===== src/rtl/omc_pkg.sv =====
package omc_pkg;

  // Output style resolved from the configuration inputs
  typedef enum logic [1:0] {
    STYLE_COMB   = 2'd0,
    STYLE_REG    = 2'd1,
    STYLE_BURIED = 2'd2
  } cellStyle_t;

  // Strobes passed from control to datapath
  typedef struct packed {
    logic useReg;     // pin value taken from the flop
    logic flip;       // invert pin value
    logic drive;      // pin drive enable
    logic fbFromReg;  // feedback taken from the flop
  } cellStrobe_t;

endpackage


===== src/rtl/omc_ctrl.sv =====
module omc_ctrl
  import omc_pkg::*;
(
  input  logic        cfgRegistered,
  input  logic        cfgInvert,
  input  logic        cfgOeFromTerm,
  input  logic        cfgBuried,
  input  logic        oeTerm,
  output cellStrobe_t strobe
);

  cellStyle_t style;
  logic       enableReq;

  // Burying overrides the select bit: a buried cell is always registered
  always_comb begin
    if (cfgBuried)          style = STYLE_BURIED;
    else if (cfgRegistered) style = STYLE_REG;
    else                    style = STYLE_COMB;
  end

  // Drive request before the buried override
  always_comb begin
    enableReq = cfgOeFromTerm ? oeTerm : 1'b1;
  end

  always_comb begin
    strobe.flip = cfgInvert;
    unique case (style)
      STYLE_COMB: begin
        strobe.useReg    = 1'b0;
        strobe.fbFromReg = 1'b0;
        strobe.drive     = enableReq;
      end
      STYLE_REG: begin
        strobe.useReg    = 1'b1;
        strobe.fbFromReg = 1'b1;
        strobe.drive     = enableReq;
      end
      STYLE_BURIED: begin
        strobe.useReg    = 1'b1;
        strobe.fbFromReg = 1'b1;
        strobe.drive     = 1'b0;
      end
      default: begin
        strobe.useReg    = 1'b0;
        strobe.fbFromReg = 1'b0;
        strobe.drive     = 1'b0;
      end
    endcase
  end

endmodule


===== src/rtl/omc_datapath.sv =====
module omc_datapath
  import omc_pkg::*;
#(
  parameter logic CLEAR_LEVEL = 1'b0
)(
  input  logic        clk,
  input  logic        rst,
  input  logic        sumIn,
  input  logic        pinIn,
  input  cellStrobe_t strobe,
  output logic        pinOut,
  output logic        pinOe,
  output logic        feedback
);

  logic stateQ;
  logic selected;
  logic pinValue;

  // Storage element: synchronous clear has priority over capture
  always_ff @(posedge clk) begin
    if (rst) stateQ <= CLEAR_LEVEL;
    else     stateQ <= sumIn;
  end

  always_comb begin
    selected = strobe.useReg ? stateQ : sumIn;
    pinOut   = selected ^ strobe.flip;
    pinOe    = strobe.drive;
  end

  // Level on the pin model: own drive when enabled, else external value
  always_comb begin
    pinValue = strobe.drive ? pinOut : pinIn;
  end

  always_comb begin
    feedback = strobe.fbFromReg ? stateQ : pinValue;
  end

endmodule


===== src/rtl/omc_cell.sv =====
module omc_cell
  import omc_pkg::*;
(
  input  logic clk,
  input  logic rst,
  input  logic sumIn,
  input  logic cfgRegistered,
  input  logic cfgInvert,
  input  logic cfgOeFromTerm,
  input  logic cfgBuried,
  input  logic oeTerm,
  input  logic pinIn,
  output logic pinOut,
  output logic pinOe,
  output logic feedback
);

  cellStrobe_t strobe;

  omc_ctrl i_ctrl (
    .cfgRegistered (cfgRegistered),
    .cfgInvert     (cfgInvert),
    .cfgOeFromTerm (cfgOeFromTerm),
    .cfgBuried     (cfgBuried),
    .oeTerm        (oeTerm),
    .strobe        (strobe)
  );

  omc_datapath #(.CLEAR_LEVEL(1'b0)) i_datapath (
    .clk      (clk),
    .rst      (rst),
    .sumIn    (sumIn),
    .pinIn    (pinIn),
    .strobe   (strobe),
    .pinOut   (pinOut),
    .pinOe    (pinOe),
    .feedback (feedback)
  );

endmodule


===== config.mk =====
export PLATFORM = sky130hd
export DESIGN_NAME = omc_cell
export DESIGN_NICKNAME = d
export VERILOG_FILES = /design/src/rtl/omc_pkg.sv /design/src/rtl/omc_ctrl.sv /design/src/rtl/omc_datapath.sv /design/src/rtl/omc_cell.sv
export SDC_FILE = /design/constraint.sdc
export NUM_CORES = 1
export LEC_CHECK = 0
export ABC_AREA = 1
export BUFFER_PORTS_ARGS = -buffer_cell sky130_fd_sc_hd__buf_4
export CAP_MARGIN = 40
export CORE_AREA = 4 4 41 43
export DETAILED_ROUTE_END_ITERATION = 16
export DIE_AREA = 0 0 45 47
export GPL_ROUTABILITY_DRIVEN = 1
export PLACE_DENSITY = 0.39
export RECOVER_POWER = 100
export SYNTH_ARGS = -nofsm -noshare
export SYNTH_HDL_FRONTEND = slang
export SYNTH_HIERARCHICAL = 1
export SYNTH_SLANG_ARGS = --single-unit

===== constraint.sdc =====
create_clock -name clk -period 1.25 [get_ports clk]
set_input_delay 0.25 -clock clk [delete_from_list [all_inputs] [get_ports clk]]
set_output_delay 0.25 -clock clk [all_outputs]
set_load 0.005 [all_outputs]

==> impl_metrics.csv <==
group,metric,value,unit
sta,rsz0062_at_grt,"yes",
power_and_ir_drop,ir_worst_vdd,0.180,mV
synthesis,synth_seq_area_share,0.128,
floorplanning,die_w,45,um
synthesis,syn_nets,34,
worst_setup_path,worst_path_max_delay_cell,"or2_4",
layout,syn2layout_area_growth,72.0,%
floorplanning,die_h,47,um
power_and_ir_drop,power.internal,0.0822,mW
grt,antenna_found_initial,0,
grt,grt.overflow.total,0,
layout,mostFrequentLayoutCells,"buf_4 (10), inv_1 (4), nand2_2 (4), nand2_1 (4)",
power_and_ir_drop,powerDensity,426,mW/mm2
place,dpl.hpwl,317,um
drt,drt_iter0_drc,2,
floorplanning,initial_core_util,0.120,
drt,drc,0,
worst_setup_path,crit_path_start_kind,"primary input",
floorplanning,ios,12,
worst_setup_path,crit_arrival,1060,ps
grt,grt_max_degree,5,
sta,holdWs,407,ps
sta,period_minus_slack,1310,ps
worst_setup_path,path_common_cell,"nand2_2",
min_path,worstHoldPathType,"in -> reg",
synthesis,synthCells,25,
sta,finalSetupViolCount,1,
power_and_ir_drop,power_switching,0.0324,mW
layout,layout_commonest_cell,"buf_4",
clock_network,cts.hold.buffers_added,0,
drt,antenna_left,0,
sta,drv_slew,0,
layout,largest_reg_flops,1,
layout,nFillCells,154,
worst_setup_path,cp_slowest_stage_delay,260,ps
power_and_ir_drop,p_leak,0.145,nW
synthesis,yosysWarnings,6,
layout,nets,46,
power_and_ir_drop,p_clk_frac,0,
sta,hold_viol,0,
floorplanning,dieArea,0.00212,mm2
flow_run,cap_violations,0,
worst_setup_path,crit_start,"cfgBuried",
status,violations,"negative setup slack",
layout,antenna_cells,0,
drt,vias,166,
sta,layout_setup_ws,-64.4,ps
min_path,min_from,"rst",
drt,drtPass1Iterations,4,
grt,grt_util_all_layers,0.0339,
clock_network,clk_pin_slew,0,ps
grt,grt_pass1_vias,141,
layout,fin_util,0.207,
drt,drt-total-wl,342,um
synthesis,yosys.cell_types.count,11,
layout,reg_top3,"i_datapath/stateQ (1)",
sta,post-route-period-util,1.05,
synthesis,synth.avg_cell_area,6.26,um2
synthesis,syn-cell-area,156,um2
worst_setup_path,endpoint_kind,"primary output",
sta,worst_pin_slew,200,ps
status,outcome,"finished, violations left",
power_and_ir_drop,combPwrFrac,0.691,
layout,final_area,269,um2
grt,grt_first_pass_wirelength,572,um
floorplanning,placementRows,13,
power_and_ir_drop,p_sw_frac,0.283,
place,placed_area,250,um2
sta,maxSlewHeadroom,0.866,
drt,routedWlPerCell,6.84,um
floorplanning,core_area,0.00130,mm2
worst_setup_path,crit_fanout,4,
worst_setup_path,crit_required,1000,ps
layout,regMostFlops,"i_datapath/stateQ",
worst_setup_path,path_class,"in -> out",
drt,viasPerCell,3.32,
worst_setup_path,path_cells,"buf_6, or2_4, inv_2, nand2_2, nand3_2, nand3_2, nand2_2, nand2_2, buf_6",
layout,layout-drive-gt1-share,0.657,
synthesis,ys_seq_elements,1,
power_and_ir_drop,p_seq_frac,0.309,
place,gp_congestion,0.578,
min_path,worstHoldPathCells,2,
sta,fmax,0.761,GHz
place,io_buffers,11,
-- stage by stage --
step / setup TNS [ps] / power [mW] / worst slack [ps] / cells
floorplan: 0 / 0.0740 / 4.44 / 25
global placement: -189 / 0.108 / -146 / 50
detailed placement: -186 / 0.108 / -146 / 50
CTS: -87.0 / 0.115 / -87.0 / 50
global route: -135 / 0.124 / -123 / 50
finish: -64.4 / 0.115 / -64.4 / 50
-- timing repair --
action / CTS / global route
setup buffers: 0 / 0
endpoints found under the setup margin: 2 / 2
gates resized for setup: 4 / 2
pin swaps: 6 / 4
endpoints found under the hold margin: 0 / 0
-- cell families after synthesis --
kind of cell,synth area share
DFF,0.128
and+or+nand+nor,0.576
buffers and inverters,0.264
AOI/OAI and AO/OA,0.0320
-- path summary, 6_finish.rpt --
kind | to | slack, ps
min | i_datapath/stateQ | 410
max | feedback | -60
-- Yosys cell counts, drive strengths merged --
master / number / area (um2)
nand2: 8 / 35.0
or2: 1 / 6.26
buf: 3 / 22.5
nor2: 3 / 18.8
inv: 5 / 18.8
a21oi: 1 / 5.00
nand3: 3 / 30.0
dfxtp: 1 / 20.0
-- critical path, delay by kind of cell --
family | cells | cell delay, ps
AND/OR/NAND/NOR | 6 | 530
buffers and inverters | 3 | 270
-- metal layers --
layer	track usage	vias up	part of all wire
met3	0.00766	0	0.20
li1	-	91	-
met5	0	-	0
met1	0.0473	66	0.39
met4	0	0	0
met2	0.0565	9	0.41
-- final cells by class --
type | instances | area [um2] | area share
tap | 15 | 18.8 | 0.0698
sequential | 1 | 20.0 | 0.0744
multi-input combinational | 16 | 103 | 0.381
inverter | 5 | 18.8 | 0.0698
timing repair buffer | 13 | 109 | 0.405
-- power groups by stage --
stage	registers (mW)	clock network, mW	logic [mW]
floorplan	0.0353	0	0.0388
global placement	0.0357	0	0.0723
detailed placement	0.0355	0	0.0729
CTS	0.0355	0	0.0791
global route	0.0358	0	0.0886
finish	0.0354	0	0.0792
Note: power is estimated with default switching activity, not from simulation.
